## src/rtl/hmb_pkg.sv

```systemverilog
package hmb_pkg;
  typedef enum logic [1:0] {
    ST_IDLE    = 2'd0,
    ST_RD_ADDR = 2'd1,
    ST_WR_ADDR = 2'd2,
    ST_WR_DATA = 2'd3
  } hmb_state_e;

  localparam logic [7:0] CMD_READ      = 8'h80;
  localparam logic [7:0] CMD_WRITE     = 8'h81;
  localparam logic [7:0] CMD_BURST_ON  = 8'h82;
  localparam logic [7:0] CMD_BURST_OFF = 8'h83;
  localparam logic [7:0] CMD_QUERY     = 8'h84;

  localparam logic [7:0] QUERY_NONE    = 8'h00;

  localparam int STS_OBF_BIT   = 0;
  localparam int STS_IBF_BIT   = 1;
  localparam int STS_CMD_BIT   = 3;
  localparam int STS_BURST_BIT = 4;
endpackage

```

## src/rtl/hmb_rst_sync.sv

```systemverilog
module hmb_rst_sync #(
  parameter int STAGES = 2
) (
  input  logic clk,
  input  logic rst_n,
  output logic rst_n_sync
);
  logic [STAGES-1:0] sync_q;

  always_ff @(posedge clk or negedge rst_n) begin
    if (!rst_n) sync_q <= '0;
    else        sync_q <= {sync_q[STAGES-2:0], 1'b1};
  end

  assign rst_n_sync = sync_q[STAGES-1];
endmodule

```

## src/rtl/hmb_host_port.sv

```systemverilog
module hmb_host_port
  import hmb_pkg::*;
#(
  parameter int DW       = 8,
  parameter int HAW      = 3,
  parameter int DATA_OFS = 0,
  parameter int CTRL_OFS = 4
) (
  input  logic           clk,
  input  logic           rst_n,
  input  logic           host_cs,
  input  logic           host_wr,
  input  logic           host_rd,
  input  logic [HAW-1:0] host_addr,
  input  logic [DW-1:0]  host_wdata,
  output logic [DW-1:0]  host_rdata,
  input  logic           consume,
  input  logic           result_load,
  input  logic [DW-1:0]  result_byte,
  input  logic           burst,
  output logic [DW-1:0]  in_byte,
  output logic           in_is_cmd,
  output logic           ibf,
  output logic           obf
);
  localparam logic [HAW-1:0] DATA_SEL = HAW'(DATA_OFS);
  localparam logic [HAW-1:0] CTRL_SEL = HAW'(CTRL_OFS);

  logic          sel_data, sel_ctrl;
  logic          wr_accept, rd_data;
  logic          ibf_q, ibf_d;
  logic          obf_q, obf_d;
  logic          cmd_q, cmd_d;
  logic [DW-1:0] in_q, in_d;
  logic [DW-1:0] out_q, out_d;
  logic          in_en, out_en;
  logic [DW-1:0] status;

  assign sel_data  = (host_addr == DATA_SEL);
  assign sel_ctrl  = (host_addr == CTRL_SEL);
  assign wr_accept = host_cs && host_wr && !ibf_q && (sel_data || sel_ctrl);
  assign rd_data   = host_cs && host_rd && sel_data;

  always_comb begin
    ibf_d  = ibf_q;
    obf_d  = obf_q;
    cmd_d  = cmd_q;
    in_d   = in_q;
    out_d  = out_q;
    in_en  = 1'b0;
    out_en = 1'b0;
    if (wr_accept) begin
      ibf_d = 1'b1;
      cmd_d = sel_ctrl;
      in_d  = host_wdata;
      in_en = 1'b1;
    end else if (consume) begin
      ibf_d = 1'b0;
    end
    if (result_load) begin
      obf_d  = 1'b1;
      out_d  = result_byte;
      out_en = 1'b1;
    end else if (rd_data) begin
      obf_d = 1'b0;
    end
  end

  always_ff @(posedge clk or negedge rst_n) begin
    if (!rst_n) begin
      ibf_q <= 1'b0;
      obf_q <= 1'b0;
      cmd_q <= 1'b0;
      in_q  <= '0;
      out_q <= '0;
    end else begin
      ibf_q <= ibf_d;
      obf_q <= obf_d;
      if (in_en) begin
        cmd_q <= cmd_d;
        in_q  <= in_d;
      end
      if (out_en) out_q <= out_d;
    end
  end

  always_comb begin
    status                = '0;
    status[STS_OBF_BIT]   = obf_q;
    status[STS_IBF_BIT]   = ibf_q;
    status[STS_CMD_BIT]   = cmd_q;
    status[STS_BURST_BIT] = burst;
  end

  always_comb begin
    host_rdata = '0;
    if (host_cs && host_rd) begin
      if (sel_ctrl)      host_rdata = status;
      else if (sel_data) host_rdata = out_q;
    end
  end

  assign in_byte   = in_q;
  assign in_is_cmd = cmd_q;
  assign ibf       = ibf_q;
  assign obf       = obf_q;
endmodule

```

## src/rtl/hmb_cmd_fsm.sv

```systemverilog
module hmb_cmd_fsm
  import hmb_pkg::*;
#(
  parameter int DW  = 8,
  parameter int LAW = 8
) (
  input  logic           clk,
  input  logic           rst_n,
  input  logic           ibf,
  input  logic [DW-1:0]  in_byte,
  input  logic           in_is_cmd,
  input  logic [DW-1:0]  lb_rdata,
  output logic           consume,
  output logic           lb_re,
  output logic           lb_we,
  output logic [LAW-1:0] lb_addr,
  output logic [DW-1:0]  lb_wdata,
  output logic           result_load,
  output logic [DW-1:0]  result_byte,
  output logic           burst
);
  hmb_state_e     state_q, state_d;
  logic [LAW-1:0] addr_q, addr_d;
  logic           addr_en;
  logic           burst_q, burst_d;
  logic [7:0]     cmd_code;

  assign consume  = ibf;
  assign cmd_code = 8'(in_byte);

  always_comb begin
    state_d     = state_q;
    addr_d      = addr_q;
    addr_en     = 1'b0;
    burst_d     = burst_q;
    lb_re       = 1'b0;
    lb_we       = 1'b0;
    lb_addr     = addr_q;
    lb_wdata    = in_byte;
    result_load = 1'b0;
    result_byte = lb_rdata;
    if (ibf) begin
      if (in_is_cmd) begin
        state_d = ST_IDLE;
        unique case (cmd_code)
          CMD_READ:      state_d = ST_RD_ADDR;
          CMD_WRITE:     state_d = ST_WR_ADDR;
          CMD_BURST_ON:  burst_d = 1'b1;
          CMD_BURST_OFF: burst_d = 1'b0;
          CMD_QUERY: begin
            result_load = 1'b1;
            result_byte = DW'(QUERY_NONE);
          end
          default:       state_d = ST_IDLE;
        endcase
      end else begin
        unique case (state_q)
          ST_RD_ADDR: begin
            lb_re       = 1'b1;
            lb_addr     = in_byte[LAW-1:0];
            result_load = 1'b1;
            result_byte = lb_rdata;
            state_d     = ST_IDLE;
          end
          ST_WR_ADDR: begin
            addr_d  = in_byte[LAW-1:0];
            addr_en = 1'b1;
            state_d = ST_WR_DATA;
          end
          ST_WR_DATA: begin
            lb_we    = 1'b1;
            lb_addr  = addr_q;
            lb_wdata = in_byte;
            state_d  = ST_IDLE;
          end
          default: state_d = ST_IDLE;
        endcase
      end
    end
  end

  always_ff @(posedge clk or negedge rst_n) begin
    if (!rst_n) begin
      state_q <= ST_IDLE;
      addr_q  <= '0;
      burst_q <= 1'b0;
    end else begin
      state_q <= state_d;
      burst_q <= burst_d;
      if (addr_en) addr_q <= addr_d;
    end
  end

  assign burst = burst_q;
endmodule

```

## src/rtl/ec_host_mailbox.sv

```systemverilog
module ec_host_mailbox #(
  parameter int DW       = 8,
  parameter int HAW      = 3,
  parameter int LAW      = 8,
  parameter int DATA_OFS = 0,
  parameter int CTRL_OFS = 4,
  parameter int SYNC_STG = 2
) (
  input  logic           clk,
  input  logic           rst_n,
  input  logic           host_cs,
  input  logic           host_wr,
  input  logic           host_rd,
  input  logic [HAW-1:0] host_addr,
  input  logic [DW-1:0]  host_wdata,
  output logic [DW-1:0]  host_rdata,
  output logic [LAW-1:0] lb_addr,
  output logic           lb_we,
  output logic           lb_re,
  output logic [DW-1:0]  lb_wdata,
  input  logic [DW-1:0]  lb_rdata
);
  logic          rst_n_sync;
  logic          consume, result_load, burst;
  logic [DW-1:0] result_byte, in_byte;
  logic          in_is_cmd, ibf, obf;

  hmb_rst_sync #(.STAGES(SYNC_STG)) u_rst (
    .clk        (clk),
    .rst_n      (rst_n),
    .rst_n_sync (rst_n_sync)
  );

  hmb_host_port #(
    .DW(DW), .HAW(HAW), .DATA_OFS(DATA_OFS), .CTRL_OFS(CTRL_OFS)
  ) u_port (
    .clk         (clk),
    .rst_n       (rst_n_sync),
    .host_cs     (host_cs),
    .host_wr     (host_wr),
    .host_rd     (host_rd),
    .host_addr   (host_addr),
    .host_wdata  (host_wdata),
    .host_rdata  (host_rdata),
    .consume     (consume),
    .result_load (result_load),
    .result_byte (result_byte),
    .burst       (burst),
    .in_byte     (in_byte),
    .in_is_cmd   (in_is_cmd),
    .ibf         (ibf),
    .obf         (obf)
  );

  hmb_cmd_fsm #(.DW(DW), .LAW(LAW)) u_fsm (
    .clk         (clk),
    .rst_n       (rst_n_sync),
    .ibf         (ibf),
    .in_byte     (in_byte),
    .in_is_cmd   (in_is_cmd),
    .lb_rdata    (lb_rdata),
    .consume     (consume),
    .lb_re       (lb_re),
    .lb_we       (lb_we),
    .lb_addr     (lb_addr),
    .lb_wdata    (lb_wdata),
    .result_load (result_load),
    .result_byte (result_byte),
    .burst       (burst)
  );
endmodule

```

## config.mk

```make
export PLATFORM = sky130hd
export DESIGN_NAME = ec_host_mailbox
export DESIGN_NICKNAME = d
export VERILOG_FILES = /design/src/rtl/hmb_pkg.sv /design/src/rtl/hmb_rst_sync.sv /design/src/rtl/hmb_host_port.sv /design/src/rtl/hmb_cmd_fsm.sv /design/src/rtl/ec_host_mailbox.sv
export SDC_FILE = /design/constraint.sdc
export NUM_CORES = 1
export LEC_CHECK = 0
export ABC_AREA = 1
export BUFFER_PORTS_ARGS = -buffer_cell sky130_fd_sc_hd__buf_2
export CORE_MARGIN = 8
export CORE_UTILIZATION = 40
export CTS_CLUSTER_DIAMETER = 50
export DETAILED_ROUTE_END_ITERATION = 6
export PLACE_DENSITY_LB_ADDON = 0.1
export SLEW_MARGIN = 20
export SYNTH_ARGS = -nofsm -noshare
export SYNTH_HDL_FRONTEND = slang
export SYNTH_SLANG_ARGS = --single-unit
```

## constraint.sdc

```tcl
create_clock -name clk -period 1 [get_ports clk]
set_input_delay 0.05 -clock clk [delete_from_list [all_inputs] [get_ports clk]]
set_output_delay 0.05 -clock clk [all_outputs]
set_load 0.005 [all_outputs]
```

**Yosys cells after proc, flatten, opt, wreduce, memory -nomap -nowiden**

Index checks and enable logic that the tools add are counted.

- Equal/unequal tests: 9
- Bitwise logic cells: 1
- Mux-type cells: 29
- Reductions and logical operators: 14

Operators with widths:

| cell | number |
|---|---|
| $mux W8 | 9 |
| $eq A8 B8 Y1 const B | 5 |
| $mux W1 | 16 |
| $logic_and A1 B1 Y1 | 5 |
| $eq A2 B2 Y1 const B | 2 |
| $mux W2 | 2 |
| $pmux W2 S2 | 1 |
| $reduce_and A2 Y1 | 2 |
| $reduce_and A4 Y1 | 1 |
| $reduce_bool A2 Y1 | 2 |
| $eq A3 B3 Y1 const B | 1 |
| $logic_not A3 Y1 | 1 |
| $reduce_and A3 Y1 | 1 |
| $eq A2 B1 Y1 const B | 1 |
| $pmux W1 S2 | 1 |
| $logic_not A1 Y1 | 1 |
| $logic_or A1 B1 Y1 | 1 |
| $not A1 Y1 | 1 |

- Word-level logic and storage cells: 62
- Register bits: 32
- Input port bits: 24
- Output and inout bits: 26

**Depth between registers and ports, before layout**

- Depth after elaboration: 6
- Gate-level depth with buffers: 8
- Depth with buffers taken out: 7

**Modules after synthesis**

From an unflattened synthesis, not the netlist that was laid out.

- Cell total of the unflattened synthesis: 216
- Area, all modules: 1696.6 µm²

Modules (own cells, without submodules):

| module | cells each | area each (µm²) | times used |
|---|---|---|---|
| hmb_host_port | 102 | 843.3 | 1 |
| hmb_cmd_fsm | 111 | 799.5 | 1 |
| hmb_rst_sync | 3 | 53.8 | 1 |

**Worst setup path after synthesis**

No wires, ideal clock.

- Path type: reg2reg
- Start: register u_port.in_q[4] (netlist: u_port.in_byte[4])
- End: register u_port.out_q[0]
- Period minus slack after synthesis: 1.136 ns
- Path buffers: 0
- Setup slack: -0.136 ns
- Cell stages (with the launch flop): 7
- Arrival time: 1.018 ns
- Cell sequence: dfrtp_1 -> inv_1 -> nand2_1 -> nor2_1 -> nand3_2 -> nand3_1 -> nand2_1

- Word-level cells in the longest chain between the ends: 6
- Elaborated cells between the ends (all ways): 9

Ends and longest elaborated chain:

| item | line | RTL |
|---|---|---|
| from (decl) | hmb_host_port.sv:34 | `logic [DW-1:0] in_q, in_d;` |
| from (signal assigned) | hmb_host_port.sv:81 | `in_q <= in_d;` |
| $eq A8 B8 Y1 * | hmb_cmd_fsm.sv:45 | `unique case (cmd_code)` |
| $mux W1 | hmb_cmd_fsm.sv:45 |  |
| $mux W1 | hmb_cmd_fsm.sv:43 | `if (in_is_cmd) begin` |
| $mux W1 | hmb_cmd_fsm.sv:42 | `if (ibf) begin` |
| $mux W1 | hmb_host_port.sv:60 | `if (result_load) begin` |
| $reduce_and A2 Y1 (no source line) | - |  |
| to (signal assigned) | hmb_host_port.sv:83 | `if (out_en) out_q <= out_d;` |
| to (decl) | hmb_host_port.sv:35 | `logic [DW-1:0] out_q, out_d;` |

Every way passes the cells marked *; elsewhere a longest branch is shown, timed or not.
A chain may end at the register's enable or synchronous reset.

**Worst setup path in the final report**

- Start: register u_fsm.state_q[0]
- End: output port lb_addr[1]

- Word-level cells in the longest chain between the ends: 4

Ends and longest elaborated chain:

| item | line | RTL |
|---|---|---|
| from (decl) | hmb_cmd_fsm.sv:22 | `hmb_state_e state_q, state_d;` |
| from (signal assigned) | hmb_cmd_fsm.sv:88 | `state_q <= state_d;` |
| $eq A2 B1 Y1 | hmb_cmd_fsm.sv:57 | `unique case (state_q)` |
| $mux W8 | hmb_cmd_fsm.sv:57 |  |
| $mux W8 | hmb_cmd_fsm.sv:43 |  |
| $mux W8 | hmb_cmd_fsm.sv:42 |  |
| to (decl) | ec_host_mailbox.sv:17 | `output logic [LAW-1:0] lb_addr,` |

No other way between the ends.

==> results summary <==
The flow ran to the end, but the final reports show violations. The checks that failed: setup timing. The final number of hold-violating endpoints came out at 0. For this design the static power due to leakage is 1.44 nW. The number of rows in the core area came out at 22. The delay of the slowest critical-path stage is 0.40 ns. The largest net degree at the start of global routing is 18. 0 antenna diodes ended up in the layout.

Total power for the finished layout comes to around 3.4 mW. The number of different library cells in the post-synthesis netlist is 22. The kind of start point of the critical path is a flip-flop.

Setup violations remaining at the end of the flow were counted as 43. The I/O pin total is 50. The vias per cell is 4.89. The largest individual stage delay along the critical path comes from the cell sky130_fd_sc_hd__dfrtp_1. The fraction of final layout cells sized beyond drive strength 1 came out at 0.618. Setup repair after global routing could not meet its margin everywhere.

The standard cell core area is 3720 um2. STA classifies the critical path endpoint as an output port. The achievable clock frequency came out at 714 MHz. The number of routed nets with antenna violations came out at 0. Grouping stages by cell kind, the critical path spends the most delay in flip-flops.

The count of final max-slew check failures came out at 0. The final period demand of the worst path is 1.40 ns. The number of global-route vias before repair is 1756. The count of H-tree levels built during CTS came out at 2. The sequential cells in the finished layout cover a total of roughly 800 um2. The fraction of the yosys area taken by sequential cells came out at 0.513. In the global route stage, overall resource usage came out at 0.171. Buffers placed on the I/O ports in this run total 49.

The number of clock sinks is 32. The number of antenna violations at the first check in global routing was 0. The post-DP HPWL is a little under 3000 um. The source-to-sink clock delay at the later pin of the worst-skew pair is between 0.2 and 0.3 ns.

The required time of the worst setup path is 0.95 ns. The number of DRC markers after the initial detailed-route iteration came out at 96. The first global-routing pass estimated around 8500 um of wire. The highest fanout seen on the critical path is 6.

The starting density of the core is 0.420. TritonCTS built the clock tree. For the worst setup path, the data arrival time is 1.35 ns. The global placement routability congestion came out at 0.805.

The top cell types in the final layout, fill and taps aside, are 46 x sky130_fd_sc_hd__buf_2, 32 x sky130_fd_sc_hd__nand2_1, 31 x sky130_fd_sc_hd__dfrtp_1. Yosys printed 0 warnings. The number of cells produced by synthesis is roughly 180. The clock-pin slew reported for the worst setup and hold paths after clock tree synthesis came out at 0.07 ns. The final worst-path setup slack is -0.401 ns. The final layout net count is 325. The overall die area came out at 6160 um2. Walking the worst path, the cells encountered are inv_2 -> nor2_4 -> buf_12 -> nand2_8 -> o21ai_2 -> buf_2. The routed design has ~5500 um of wire. The placement-stage worst setup slack is -0.257 ns. Together, buffers and inverters on the worst path number 3. Leaving out fill and tap cells, the most frequent cell in the layout is sky130_fd_sc_hd__buf_2. The fraction of the core area covered by cells at the end of the flow came out at 0.780. Global routing finished with a remaining overflow of 0.

The synthesized design contains 32 register bits. The number of filler instances in the final layout is roughly 250. The power per standard cell area is 1180 nW/um2. The worst setup path is of the flip-flop to output port kind. On the final layout, the worst hold slack is 0.0786 ns. The total CTS buffers came out at 5.

For this block, the via count after detailed routing is 1705. The floorplan die width is 78.5 um. The path type of the worst min-delay path is primary input to flip-flop.

The detailed-route DRC error count is 0. Across the run, the number of max-cap violations was 0. The worst-case IR drop observed on VDD is 0.958 mV. The die extent in y is 78.5 um. The final clock skew is 0.00409 ns. The detail-routed net length per standard cell is 15.7 um. The root buffer cell chosen for the clock tree is sky130_fd_sc_hd__clkbuf_8. The area added between synthesis and finish came out at 85.8%. The maximum clock path buffer count is 2. The footprint of the multi-input gates came out at between 900 and 1000 um2.

The per-instance average area after synthesis is 8.48 um2. Counting every net in the synthesized netlist gives ~210. The post-route setup TNS is -12.48 ns. The synthesized cell area is 1560 um2. The part of the cycle the worst path needs came out at 1.40. The number of iterations in the first detailed-routing pass came out at 4.
-- report_power, final --
group | switching (mW) | internal, mW | total [mW] | leakage [nW]
clock network | 0.466 | 0.473 | 0.939 | 0.0410
registers | 0.106 | 1.40 | 1.51 | 0.383
logic | 0.461 | 0.514 | 0.974 | 1.02
-- sequential cells by signal (all words and copies together), names as in the netlist, 2 cells and up --
signal and cells:
u_fsm.addr_q 8, u_fsm.state_q 2, u_port.in_byte 8, u_port.out_q 8, u_rst.sync_q 2
-- metrics by stage --
step,area [um2],instances
after detailed placement,2020,299
after global routing,2900,349
after global placement,2020,299
after CTS,2680,344
final,2900,349
after floorplan,1590,184
-- final cells by class --
type	instances	share of cell area
timing repair buffer	111	0.319
multi-input combinational	127	0.324
clock buffer	6	0.0250
tap	48	0.0207
clock inverter	1	0.00173
sequential	32	0.277
inverter	24	0.0337
-- worst register-to-register path: cells and delay by family (launching register included) --
kind | cells | cell delay, ns
buffers and inverters | 5 | 0.60
AND/OR/NAND/NOR | 3 | 0.21
flip-flops | 1 | 0.39
AO/OA/AOI/OAI | 1 | 0.06
-- metal layers --
metal | track usage | wire [um] | vias to the layer above
met5 | 0 | 0 | -
met4 | 0.0315 | 29 | 0
met1 | 0.204 | 2280 | 823
met2 | 0.292 | 2880 | 45
met3 | 0.0569 | 275 | 5
li1 | - | - | 832
-- repair_timing --
item                       in CTS  in global routing
hold buffers                   17                  0
hold endpoints to repair       18                  0
gates cloned                    5                  1
gates resized for setup        51                 53
setup endpoints to repair      41                 52
pin swaps                      10                  9
buffers inserted               16                  9
-- final timing paths --
kind | from | end | slack [ns] | cells past startpoint
max reg2reg | u_port.ibf | u_port.in_byte[7] | -0.34 | 9
min | host_addr[2] | u_port.in_is_cmd | 0.08 | 3
min in group asynchronous | rst_n | u_rst.sync_q[1] | 0.09 | 2
max | u_fsm.state_q[0] | lb_addr[1] | -0.40 | 6
min reg2reg | u_rst.sync_q[1] | u_fsm.addr_q[2] | 0.20 | 1
max in group asynchronous | u_rst.sync_q[1] | u_port.in_is_cmd | 0.57 | 1
-- cells by family (layout without fill, tap and decap cells) --
family / count (synthesis) / count (layout) / share of synthesized area
simple gates: 92 / 95 / 0.265
flops: 32 / 32 / 0.513
compound gates: 31 / 31 / 0.136
buf+inv: 28 / 142 / 0.0842
other cells: 1 / 1 / 0.00240
-- Yosys cell counts (all sizes together) --
cell   number  area [um2]
inv        24        90.1
nor3        1        5.00
o21ai      28         196
nand2      60         235
buf         4        41.3
dfrtp      32         801
nand3      17         103
a21oi       3        15.0
nand4       2        12.5
nor2       11        51.3
conb        1        3.75
nor4        1        6.26
Note: power is estimated with default switching activity, not from simulation.
